**src/rtl/ps2tx_pkg.sv**
```systemverilog
package ps2tx_pkg;

  typedef enum logic [1:0] {
    TX_IDLE    = 2'd0,
    TX_INHIBIT = 2'd1,
    TX_SHIFT   = 2'd2
  } tx_state_e;

  typedef logic [3:0] bit_idx_t;

  // Position of each frame slot in the edge count
  localparam bit_idx_t IDX_FIRST_DATA = 4'd1;
  localparam bit_idx_t IDX_PARITY     = 4'd9;
  localparam bit_idx_t IDX_STOP       = 4'd10;
  localparam bit_idx_t IDX_ACK        = 4'd11;

endpackage

```
**src/rtl/ps2tx_edge_qual.sv**
```systemverilog
// Qualifies falling edges of the device clock: early and closely spaced
// edges are dropped, a long gap after the first accepted edge is flagged.
module ps2tx_edge_qual #(
  parameter int unsigned FIRST_MIN = 60,
  parameter int unsigned GAP_MIN   = 40,
  parameter int unsigned GAP_MAX   = 120
) (
  input  logic clk,
  input  logic rst_n,
  input  logic line_clk,
  input  logic arm,
  input  logic track,
  output logic edge_ok,
  output logic gap_err
);
  localparam int unsigned SAT = ((FIRST_MIN > GAP_MAX) ? FIRST_MIN : GAP_MAX) + 1;
  localparam int unsigned CW  = $clog2(SAT + 1);
  localparam logic [CW-1:0] SAT_V   = CW'(SAT);
  localparam logic [CW-1:0] FIRST_V = CW'(FIRST_MIN);
  localparam logic [CW-1:0] MIN_V   = CW'(GAP_MIN);
  localparam logic [CW-1:0] MAX_V   = CW'(GAP_MAX);

  logic          prev_q, prev_d;
  logic          seen_q, seen_d;
  logic [CW-1:0] since_q, since_d;
  logic          fall;

  always_comb begin
    fall    = prev_q & ~line_clk;
    edge_ok = track && fall && (seen_q ? (since_q >= MIN_V) : (since_q >= FIRST_V));
    gap_err = track && seen_q && (since_q > MAX_V);
  end

  always_comb begin
    prev_d  = line_clk;
    seen_d  = seen_q;
    since_d = since_q;
    if (arm) begin
      seen_d  = 1'b0;
      since_d = '0;
    end else if (edge_ok) begin
      seen_d  = 1'b1;
      since_d = '0;
    end else if (since_q != SAT_V) begin
      since_d = since_q + 1'b1;
    end
  end

  always_ff @(posedge clk or negedge rst_n) begin
    if (!rst_n) begin
      prev_q  <= 1'b1;
      seen_q  <= 1'b0;
      since_q <= '0;
    end else begin
      prev_q  <= prev_d;
      seen_q  <= seen_d;
      since_q <= since_d;
    end
  end

endmodule

```
**src/rtl/ps2tx_deadline.sv**
```systemverilog
// Counts busy cycles from acceptance and flags the last allowed one.
module ps2tx_deadline #(
  parameter int unsigned LIMIT = 10_000_000
) (
  input  logic clk,
  input  logic rst_n,
  input  logic clear,
  input  logic run,
  output logic expired
);
  localparam int unsigned TW = $clog2(LIMIT + 1);
  localparam logic [TW-1:0] LAST_V = TW'(LIMIT - 1);

  logic [TW-1:0] cnt_q, cnt_d;

  always_comb begin
    expired = run && (cnt_q == LAST_V);
    cnt_d   = cnt_q;
    if (clear) begin
      cnt_d = '0;
    end else if (run && !expired) begin
      cnt_d = cnt_q + 1'b1;
    end
  end

  always_ff @(posedge clk or negedge rst_n) begin
    if (!rst_n) begin
      cnt_q <= '0;
    end else begin
      cnt_q <= cnt_d;
    end
  end

endmodule

```
**src/rtl/ps2tx_frame_bit.sv**
```systemverilog
// Maps an edge number to the data-line pull level for that frame slot.
module ps2tx_frame_bit
  import ps2tx_pkg::*;
(
  input  logic [7:0] byte_val,
  input  bit_idx_t   idx,
  output logic       pull,
  output logic       legal
);
  logic [15:0] pull_vec;

  assign pull_vec[0] = 1'b0;
  for (genvar g = 0; g < 8; g++) begin : g_data
    assign pull_vec[g + 1] = ~byte_val[g];
  end
  assign pull_vec[IDX_PARITY]  = ^byte_val;
  assign pull_vec[IDX_STOP]    = 1'b0;
  assign pull_vec[15:IDX_ACK]  = '0;

  assign legal = (idx >= IDX_FIRST_DATA) && (idx <= IDX_ACK);
  assign pull  = pull_vec[idx];

endmodule

```
**src/rtl/ps2_host_tx.sv**
```systemverilog
module ps2_host_tx
  import ps2tx_pkg::*;
#(
  parameter int unsigned INHIBIT_CYC        = 200,
  parameter int unsigned FIRST_EDGE_MIN_CYC = 60,
  parameter int unsigned EDGE_GAP_MIN_CYC   = 40,
  parameter int unsigned EDGE_GAP_MAX_CYC   = 120,
  parameter int unsigned TIMEOUT_CYC        = 10_000_000
) (
  input  logic       clk,
  input  logic       rst_n,
  input  logic       req_valid,
  input  logic [7:0] req_data,
  output logic       req_ready,
  output logic       clk_pull,
  output logic       dat_pull,
  input  logic       clk_in,
  input  logic       dat_in,
  output logic       done,
  output logic       timeout
);
  localparam int unsigned IW = (INHIBIT_CYC > 1) ? $clog2(INHIBIT_CYC) : 1;
  localparam logic [IW-1:0] INH_LAST = IW'(INHIBIT_CYC - 1);

  tx_state_e     state_q, state_d;
  bit_idx_t      bit_q, bit_d;
  logic [7:0]    byte_q, byte_d;
  logic [IW-1:0] inh_q, inh_d;
  logic          dpull_q, dpull_d;
  logic          done_q, done_d;
  logic          tmo_q, tmo_d;

  logic accept, arm, track, edge_ok, gap_err, expired, slot_pull, slot_legal;

  assign accept = req_valid && (state_q == TX_IDLE);
  assign arm    = (state_q == TX_INHIBIT) && (inh_q == INH_LAST);
  assign track  = (state_q == TX_SHIFT);

  ps2tx_edge_qual #(
    .FIRST_MIN (FIRST_EDGE_MIN_CYC),
    .GAP_MIN   (EDGE_GAP_MIN_CYC),
    .GAP_MAX   (EDGE_GAP_MAX_CYC)
  ) u_edge (
    .clk      (clk),
    .rst_n    (rst_n),
    .line_clk (clk_in),
    .arm      (arm),
    .track    (track),
    .edge_ok  (edge_ok),
    .gap_err  (gap_err)
  );

  ps2tx_deadline #(
    .LIMIT (TIMEOUT_CYC)
  ) u_deadline (
    .clk     (clk),
    .rst_n   (rst_n),
    .clear   (accept),
    .run     (state_q != TX_IDLE),
    .expired (expired)
  );

  ps2tx_frame_bit u_frame (
    .byte_val (byte_q),
    .idx      (bit_q),
    .pull     (slot_pull),
    .legal    (slot_legal)
  );

  always_comb begin
    state_d = state_q;
    bit_d   = bit_q;
    byte_d  = byte_q;
    inh_d   = inh_q;
    dpull_d = dpull_q;
    done_d  = 1'b0;
    tmo_d   = 1'b0;

    unique case (state_q)
      TX_IDLE: begin
        if (accept) begin
          byte_d  = req_data;
          state_d = TX_INHIBIT;
          inh_d   = '0;
          dpull_d = 1'b0;
        end
      end
      TX_INHIBIT: begin
        if (inh_q == INH_LAST) begin
          state_d = TX_SHIFT;
          dpull_d = 1'b1;          // start bit, clock released together
          bit_d   = IDX_FIRST_DATA;
        end else begin
          inh_d = inh_q + 1'b1;
        end
      end
      TX_SHIFT: begin
        if (gap_err || (edge_ok && (!slot_legal || (bit_q == IDX_ACK && dat_in)))) begin
          state_d = TX_INHIBIT;    // retry same byte
          inh_d   = '0;
          dpull_d = 1'b0;
          bit_d   = IDX_FIRST_DATA;
        end else if (edge_ok) begin
          if (bit_q == IDX_ACK) begin
            state_d = TX_IDLE;
            dpull_d = 1'b0;
            done_d  = 1'b1;
          end else begin
            dpull_d = slot_pull;
            bit_d   = bit_q + 1'b1;
          end
        end
      end
      default: begin
        state_d = TX_IDLE;
        dpull_d = 1'b0;
      end
    endcase

    if (expired) begin
      state_d = TX_IDLE;
      dpull_d = 1'b0;
      done_d  = 1'b0;
      tmo_d   = 1'b1;
    end
  end

  always_ff @(posedge clk or negedge rst_n) begin
    if (!rst_n) begin
      state_q <= TX_IDLE;
      bit_q   <= IDX_FIRST_DATA;
      byte_q  <= '0;
      inh_q   <= '0;
      dpull_q <= 1'b0;
      done_q  <= 1'b0;
      tmo_q   <= 1'b0;
    end else begin
      state_q <= state_d;
      bit_q   <= bit_d;
      byte_q  <= byte_d;
      inh_q   <= inh_d;
      dpull_q <= dpull_d;
      done_q  <= done_d;
      tmo_q   <= tmo_d;
    end
  end

  assign req_ready = (state_q == TX_IDLE);
  assign clk_pull  = (state_q == TX_INHIBIT);
  assign dat_pull  = dpull_q;
  assign done      = done_q;
  assign timeout   = tmo_q;

endmodule

```
**config.mk**
```make
export PLATFORM = sky130hd
export DESIGN_NAME = ps2_host_tx
export DESIGN_NICKNAME = d
export VERILOG_FILES = /design/src/rtl/ps2tx_pkg.sv /design/src/rtl/ps2tx_edge_qual.sv /design/src/rtl/ps2tx_deadline.sv /design/src/rtl/ps2tx_frame_bit.sv /design/src/rtl/ps2_host_tx.sv
export SDC_FILE = /design/constraint.sdc
export NUM_CORES = 1
export LEC_CHECK = 0
export ABC_AREA = 1
export BUFFER_PORTS_ARGS = -buffer_cell sky130_fd_sc_hd__buf_2
export CORE_ASPECT_RATIO = 2
export CORE_UTILIZATION = 45
export CTS_CLUSTER_DIAMETER = 120
export DETAILED_ROUTE_END_ITERATION = 16
export PLACE_DENSITY = 0.64
export SYNTH_ARGS = -nofsm -noshare
export SYNTH_HDL_FRONTEND = slang
export SYNTH_HIERARCHICAL = 1
export SYNTH_SLANG_ARGS = --single-unit
```
**constraint.sdc**
```tcl
create_clock -name clk -period 3.6 [get_ports clk]
set_input_delay 0.54 -clock clk [delete_from_list [all_inputs] [get_ports clk]]
set_output_delay 0.54 -clock clk [all_outputs]
set_load 0.1 [all_outputs]
```
==> impl_metrics.yaml, run 1 <==
sta:
  grt_setup_unrepaired: "no"
  fin_skew_ns: 0.00779
  min_period_over_period_pct: 80.0
  totalNegativeSetupSlack_ns: 0
  report.final.slew_viol_count: 0
  maxClockFrequency_ghz: 0.347
  maxSlewHeadroom_pct: 38.6
  setup_viol: 0
  hold_viol_final: 0
  timing.final.crit_period_ns: 2.88
  worstMarginPinSlew_ns: 0.913
layout:
  final-instance-count-excl-fill: 752
  fraction_of_layout_cells_with_a_size_suffix_above_1_pct: 12.3
  layout.nets: 669
  diodes: 0
  filler_cell_count: 907
  layout.cells.most_common: "sky130_fd_sc_hd__nand2_1"
  fin_area_um2: 4640
  final_core_util_pct: 51.5
  commonest_cells_after_routing_fill_and_taps_aside: "sky130_fd_sc_hd__nand2_1, sky130_fd_sc_hd__nor2_1, sky130_fd_sc_hd__inv_1, sky130_fd_sc_hd__dfrtp_1, sky130_fd_sc_hd__nand3_1"
  area_delta_synth_final_pct: 11.3
die:
  start_util_pct: 46.2
  core_area_um2: 9010
  total_die_area_um2: 9670
  std_cell_rows: 49
  die_height_um: 138
  die_width_um: 70.0
  num_io_pins: 18
critical_path:
  timing.setup.critical_path_class: "flop to flop"
  cp_slowest_stage_delay_ns: 0.80
  cp_data_arrival_time_ns: 3.10
  timing.critical_path.buf_inv: 5
  ff2ff_setup_slack_ns: 0.72
  timing.critical_path.fanout_max: 9
  cell_type_of_the_slowest_stage_on_the_worst_timing_path: "sky130_fd_sc_hd__nor4_1"
  cp-start-kind: "flop"
  worst-path-stages: 12
  critical_path.endpoint_type: "flop"
  crit_path_frequent_cell: "sky130_fd_sc_hd__inv_1"
  path_cells: "inv_1 > ha_1 > inv_1 > inv_1 > nor4_1 > inv_1 > nand4_1 > nand3_2 > inv_1 > nand2_1 > nand2_1 > nand2_1"
  worst_path_dominant_cell_family: "simple AND/OR/NAND/NOR gates"
  ff2ff_path_depth: 12
  worst_ep_required_time_ns: 3.82
placed_design:
  gp_routability_congestion: 0.982
  place.detailed.hpwl_mm: 8.15
  numPlacedInstances: 736
  placed_area_um2: 4320
  io_buffer_count: 17
clocking:
  clock_tree_from_tritoncts: "yes"
  hold_buffer_count_at_cts: 0
  cts.repair_timing.setup_buffer_count: 0
  clk_root_buffer_cell: "sky130_fd_sc_hd__clkbuf_16"
  inserted_clock_buffers: 9
  clock_latency_on_the_worst_skew_pair_ns: 0.34
  cts-htree-levels: 3
  cts-root-to-sink-buffers: 2
  cts_repair_resize_count: 0
  cts.clk_slew.worst_paths_ns: 0.06
  tritoncts_num_sinks: 58
pwr:
  power_switching_share_pct: 45.0
  internal_power_w: 0.00188
  power.switching_w: 0.00154
  power.leakage_nw: 2.36
  clock_power_share_pct: 27.2
  report.power.total_w: 0.00343
  combPwrFrac_pct: 42.6
  power_per_cell_area_nw_per_um2: 739
  irDropWorstVdd_v: 0.000399
  seqPwrFrac_pct: 30.2
global_routing:
  grt.total_usage_pct: 23.2
  pin_count_of_the_biggest_net_entering_global_routing: 32
  grt_first_pass_wirelength_mm: 17.8
  globalRouteOverflowTotal: 0
  grt_pass1_vias: 3913
  grt_antenna_before_repair: 0
flow_run:
  timing.max_cap.violations: 0
logic_synthesis:
  synth_area_per_cell_um2: 6.66
  syn_inst: 625
  syn_nets: 649
  post_syn_area_um2: 4170
  ys_seq_area_share_pct: 34.9
  yosysWarnings: 6
  synth.distinct_cells: 38
  synth-seq-cells: 58
outcome:
  outcome: "finished, final reports clean"
detailed_routing:
  wire_per_inst_um: 14.5
  drt_drc_violations_left: 0
  drt_first_pass_iters: 5
  vias: 3975
  detailedRoute.firstIterationViolations: 184
  ant_nets: 0
  routed_wirelength_mm: 10.9
  route.detailed.vias_per_inst: 5.29
min_path:
  hold_path_class: "primary input to asynchronous set/reset pin"
-- power groups by stage --
| stage | registers, W | logic [W] | clock network [W] |
|---|---|---|---|
| CTS | 0.00103 | 0.00147 | 0.000949 |
| global route | 0.00106 | 0.00165 | 0.000969 |
| detailed placement | 0.00104 | 0.00146 | 0 |
| global placement | 0.00104 | 0.00143 | 0 |
| floorplan | 0.000995 | 0.00123 | 0 |
| finish | 0.00104 | 0.00146 | 0.000931 |
-- registers in the layout, indices dropped and copies added, names as in the netlist --
| name | cells |
|---|---|
| done | 1 |
| inh_q | 8 |
| state_q | 2 |
| u_deadline/cnt_q | 24 |
| timeout | 1 |
| dat_pull | 1 |
| u_edge/since_q | 7 |
| byte_q | 8 |
| u_edge/prev_q | 1 |
| bit_q | 4 |
| u_edge/seen_q | 1 |
-- synthesized netlist by cell type (all sizes together) --
library cell	n	area [um^2]
nor2	94	383
ha	11	138
xor2	11	96.3
dfrtp	56	1400
a211oi	2	15.0
a21oi	8	43.8
nor3b	1	7.51
o21ai	20	126
and2	1	6.26
clkinv	2	12.5
nand3	50	290
or2	1	6.26
dfstp	2	52.6
nand2	240	966
buf	8	68.8
nor4	3	25.0
inv	78	293
xnor2	2	17.5
nor3	6	30.0
nand3b	3	22.5
nand4	19	119
clkbuf	2	7.51
o211ai	1	7.51
o21bai	4	30.0
-- cells by family (layout without fill, tap and decap cells) --
kind of cell	count (synthesis)	in the layout	synth area share, %
AOI/OAI and AO/OA	35	35	5.35
xor gates and xnor gates	13	13	2.73
adders and majority gates	11	11	3.30
buffers and inverters	90	115	9.16
DFF	58	58	34.9
and+or+nand+nor	418	418	44.5
-- final timing paths --
kind,from,endpoint
hold reg to reg,dat_pull,dat_pull
min in group clk,clk_in,u_edge/prev_q
hold / removal,rst_n,u_edge/since_q[5]
max in group asynchronous,rst_n,bit_q[0]
setup / recovery,state_q[0],state_q[1]
setup reg to reg,state_q[0],state_q[1]
-- per-layer routing --
layer / GRT usage, % / share of wire [%] / vias up
met3: 4.23 / 3.0 / 42
met5: 0 / 0 / -
li1: - / - / 1995
met2: 44.6 / 56 / 97
met4: 11.9 / 4.8 / 0
met1: 22.7 / 36 / 1841
-- worst reg2reg max path: stages (launching register included) --
cell and delay, ns:
sky130_fd_sc_hd__dfrtp_1 0.42, sky130_fd_sc_hd__inv_1 0.09, sky130_fd_sc_hd__ha_1 0.28, sky130_fd_sc_hd__inv_1 0.27, sky130_fd_sc_hd__inv_1 0.09, sky130_fd_sc_hd__nor4_1 0.80
sky130_fd_sc_hd__inv_1 0.24, sky130_fd_sc_hd__nand4_1 0.19, sky130_fd_sc_hd__nand3_2 0.12, sky130_fd_sc_hd__inv_1 0.09, sky130_fd_sc_hd__nand2_1 0.07, sky130_fd_sc_hd__nand2_1 0.06
sky130_fd_sc_hd__nand2_1 0.05
-- area by class of cell --
type                            instances  area (um^2)  share of cell area, %
Tap cell                              102          128                   2.75
Timing Repair Buffer                   19          100                   2.16
Inverter                               80          305                   6.58
Sequential cell                        58         1450                   31.4
Clock buffer                           10          229                   4.94
Clock inverter                          6         91.3                   1.97
Multi-Input combinational cell        477         2330                   50.2
-- metrics by stage --
| step | hold slack [ns] | worst slack [ns] |
|---|---|---|
| floorplan | 0.244 | 0.825 |
| finish | 0.222 | 0.719 |
| detailed placement | 0.487 | 0.772 |
| global placement | 0.481 | 0.991 |
| CTS | 0.246 | 0.750 |
| global route | 0.286 | 0.418 |
Note: power is estimated with default switching activity, not from simulation.
==> run 2, diff against run 1 <==
--- a/config.mk
+++ b/config.mk
@@ -11,7 +11,7 @@
 export CORE_UTILIZATION = 45
 export CTS_CLUSTER_DIAMETER = 120
 export DETAILED_ROUTE_END_ITERATION = 16
-export PLACE_DENSITY = 0.64
+export PLACE_DENSITY = 0.67
 export SYNTH_ARGS = -nofsm -noshare
 export SYNTH_HDL_FRONTEND = slang
 export SYNTH_HIERARCHICAL = 1
==> constraint.sdc (replaced) <==
create_clock -name clk -period 2.5 [get_ports clk]
set_input_delay 0.375 -clock clk [delete_from_list [all_inputs] [get_ports clk]]
set_output_delay 0.375 -clock clk [all_outputs]
set_load 0.1 [all_outputs]
==> run 2 against run 1 <==
Die area stayed put. Via count grew 1.4%. Global-route usage up 0.20 points. Register-to-register slack worse by 0.34 ns. Worst hold slack worse by 0.16 ns. Combinational power up 49%. Core utilization is 1.2 points higher. Design area is 2.3% higher. Clock-buffer cell count up 1. First-iteration DRC count up 14%. Maximum frequency increased by 36%. Critical path type unchanged. Largest cell class unchanged. Highest routed layer unchanged.
==> impl_metrics.yaml, run 2 (synthesized netlist as in run 1, its figures left out) <==
outcome:
  outcome: "finished, final reports clean"
layout:
  area_delta_synth_final_pct: 13.9
  commonest_cells_after_routing_fill_and_taps_aside: "sky130_fd_sc_hd__nand2_1, sky130_fd_sc_hd__nor2_1, sky130_fd_sc_hd__inv_1, sky130_fd_sc_hd__dfrtp_1, sky130_fd_sc_hd__nand3_1"
  registers.top_by_ff_count: "u_deadline/cnt_q"
  layout.cells.most_common: "sky130_fd_sc_hd__nand2_1"
  largest_reg_flops: 24
  layout.nets: 674
  fraction_of_layout_cells_with_a_size_suffix_above_1_pct: 13.3
  filler_cell_count: 887
  diodes: 0
  largestRegisters: "u_deadline/cnt_q (24), byte_q (8), inh_q (8)"
critical_path:
  cp-start-kind: "flop"
  timing.critical_path.fanout_max: 5
  timing.setup.critical_path_class: "flop to flop"
  crit_end: "state_q[1]"
  cell_type_of_the_slowest_stage_on_the_worst_timing_path: "sky130_fd_sc_hd__dfrtp_1"
  worst_setup_path_startpoint: "u_deadline/cnt_q[22]"
  critical_path.endpoint_type: "flop"
  path_cells: "inv_1 > nand2_1 > nor2_1 > nand3_1 > nor4_2 > buf_4 > nor2_1 > nand2_1 > nand3_2 > inv_1 > nand2_1 > nand2_1 > nand2_1"
  ff2ff_path_depth: 13
  worst_r2r_endpoint: "state_q[1]"
  crit_path_frequent_cell: "sky130_fd_sc_hd__nand2_1"
  ff2ff_setup_slack_ns: 0.38
  cp_slowest_stage_delay_ns: 0.43
  cp_data_arrival_time_ns: 2.34
  critical_path.reg2reg.startpoint: "u_deadline/cnt_q[22]"
  worst_ep_required_time_ns: 2.72
sta:
  timing.final.crit_period_ns: 2.12
  report.final.slew_viol_count: 0
  worstMarginPinSlew_ns: 0.638
  fin_skew_ns: 0.00504
  hold_viol_final: 0
  totalNegativeSetupSlack_ns: 0
  maxSlewHeadroom_pct: 57.4
  maxClockFrequency_ghz: 0.471
  grt_setup_unrepaired: "no"
  whs_ns: 0.0620
  setup_viol: 0
  min_period_over_period_pct: 85.0
global_routing:
  grt.met3_usage_pct: 4.30
  grt.total_usage_pct: 23.4
  grt_antenna_before_repair: 0
  globalRouteOverflowTotal: 0
  layer_carrying_the_most_global_route_usage: "met2"
  grt_util_met2_pct: 44.2
  groute.layer.met1.usage_pct: 22.0
  grt_pass1_vias: 4028
  pin_count_of_the_biggest_net_entering_global_routing: 34
  grt_first_pass_wirelength_mm: 18.1
detailed_routing:
  drt_first_pass_iters: 5
  ant_nets: 0
  wire_per_inst_um: 14.3
  detailedRoute.firstIterationViolations: 209
  routed_wirelength_mm: 10.8
  vias: 4029
  route.detailed.vias_per_inst: 5.32
  drt_drc_violations_left: 0
clocking:
  clk_root_buffer_cell: "sky130_fd_sc_hd__clkbuf_16"
  tritoncts_num_sinks: 58
  clock_latency_on_the_worst_skew_pair_ns: 0.33
  clock_tree_from_tritoncts: "yes"
  hold_buffer_count_at_cts: 0
  cts.clk_slew.worst_paths_ns: 0.05
  cts.repair_timing.setup_buffer_count: 0
  cts_repair_resize_count: 0
  cts-htree-levels: 3
  inserted_clock_buffers: 9
  cts-root-to-sink-buffers: 2
die:
  die_height_um: 138
  total_die_area_um2: 9670
  std_cell_rows: 49
  start_util_pct: 46.2
  die_width_um: 70.0
  num_io_pins: 18
  core_area_um2: 9010
placed_design:
  gp_routability_congestion: 1.02
  io_buffer_count: 17
  place.detailed.hpwl_mm: 8.04
pwr:
  power_per_cell_area_nw_per_um2: 1100
  power.leakage_nw: 2.43
  irDropWorstVdd_v: 0.000497
flow_run:
  timing.max_cap.violations: 0
min_path:
  hold_path_class: "primary input to asynchronous set/reset pin"
run 2: metrics by stage:
step	utilization, %	power [W]	std cells	worst slack (ns)	cell area (um^2)
after floorplan	-	0.00321	625	0.150	4170
after global placement	48.5	0.00359	741	0.533	4380
after detailed placement	48.5	0.00366	741	0.454	4380
after CTS	52.6	0.00522	757	0.448	4740
after global routing	52.6	0.00558	757	0.195	4740
final	52.6	0.00520	757	0.376	4740
run 2: worst min path at each step:
| stage | start | end | cells after the start |
|---|---|---|---|
| after global placement | rst_n | byte_q[0] | 1 |
| final | rst_n | byte_q[0] | 1 |
| after CTS | rst_n | byte_q[0] | 1 |
| after global routing | rst_n | byte_q[0] | 1 |
| after floorplan | rst_n | bit_q[1] | 0 |
| after detailed placement | rst_n | byte_q[0] | 1 |
run 2: layer usage:
metal,wire length (um),vias to the layer above
li1,-,2003
met1,3920,1870
met2,5980,117
met3,373,39
met4,575,0
met5,0,-
run 2: power by group:
| part | internal, W | switching (W) |
|---|---|---|
| clock | 0.00110 | 0.000439 |
| sequential | 0.00118 | 0.000306 |
| combinational | 0.000695 | 0.00148 |
| total | 0.00298 | 0.00222 |
run 2: cell type report:
class / count / area, um^2 / share of cell area [%]
Multi-Input combinational cell: 477 / 2340 / 49.3
Sequential cell: 58 / 1450 / 30.7
Inverter: 80 / 305 / 6.44
Clock buffer: 11 / 243 / 5.12
Timing Repair Buffer: 24 / 150 / 3.17
Tap cell: 102 / 128 / 2.69
Clock inverter: 5 / 125 / 2.64
run 2: worst max-delay path, delay by kind of cell, from the launching register on:
family | cells | cell delay [ns]
flops | 1 | 0.43
buf+inv | 3 | 0.44
simple gates | 10 | 1.16
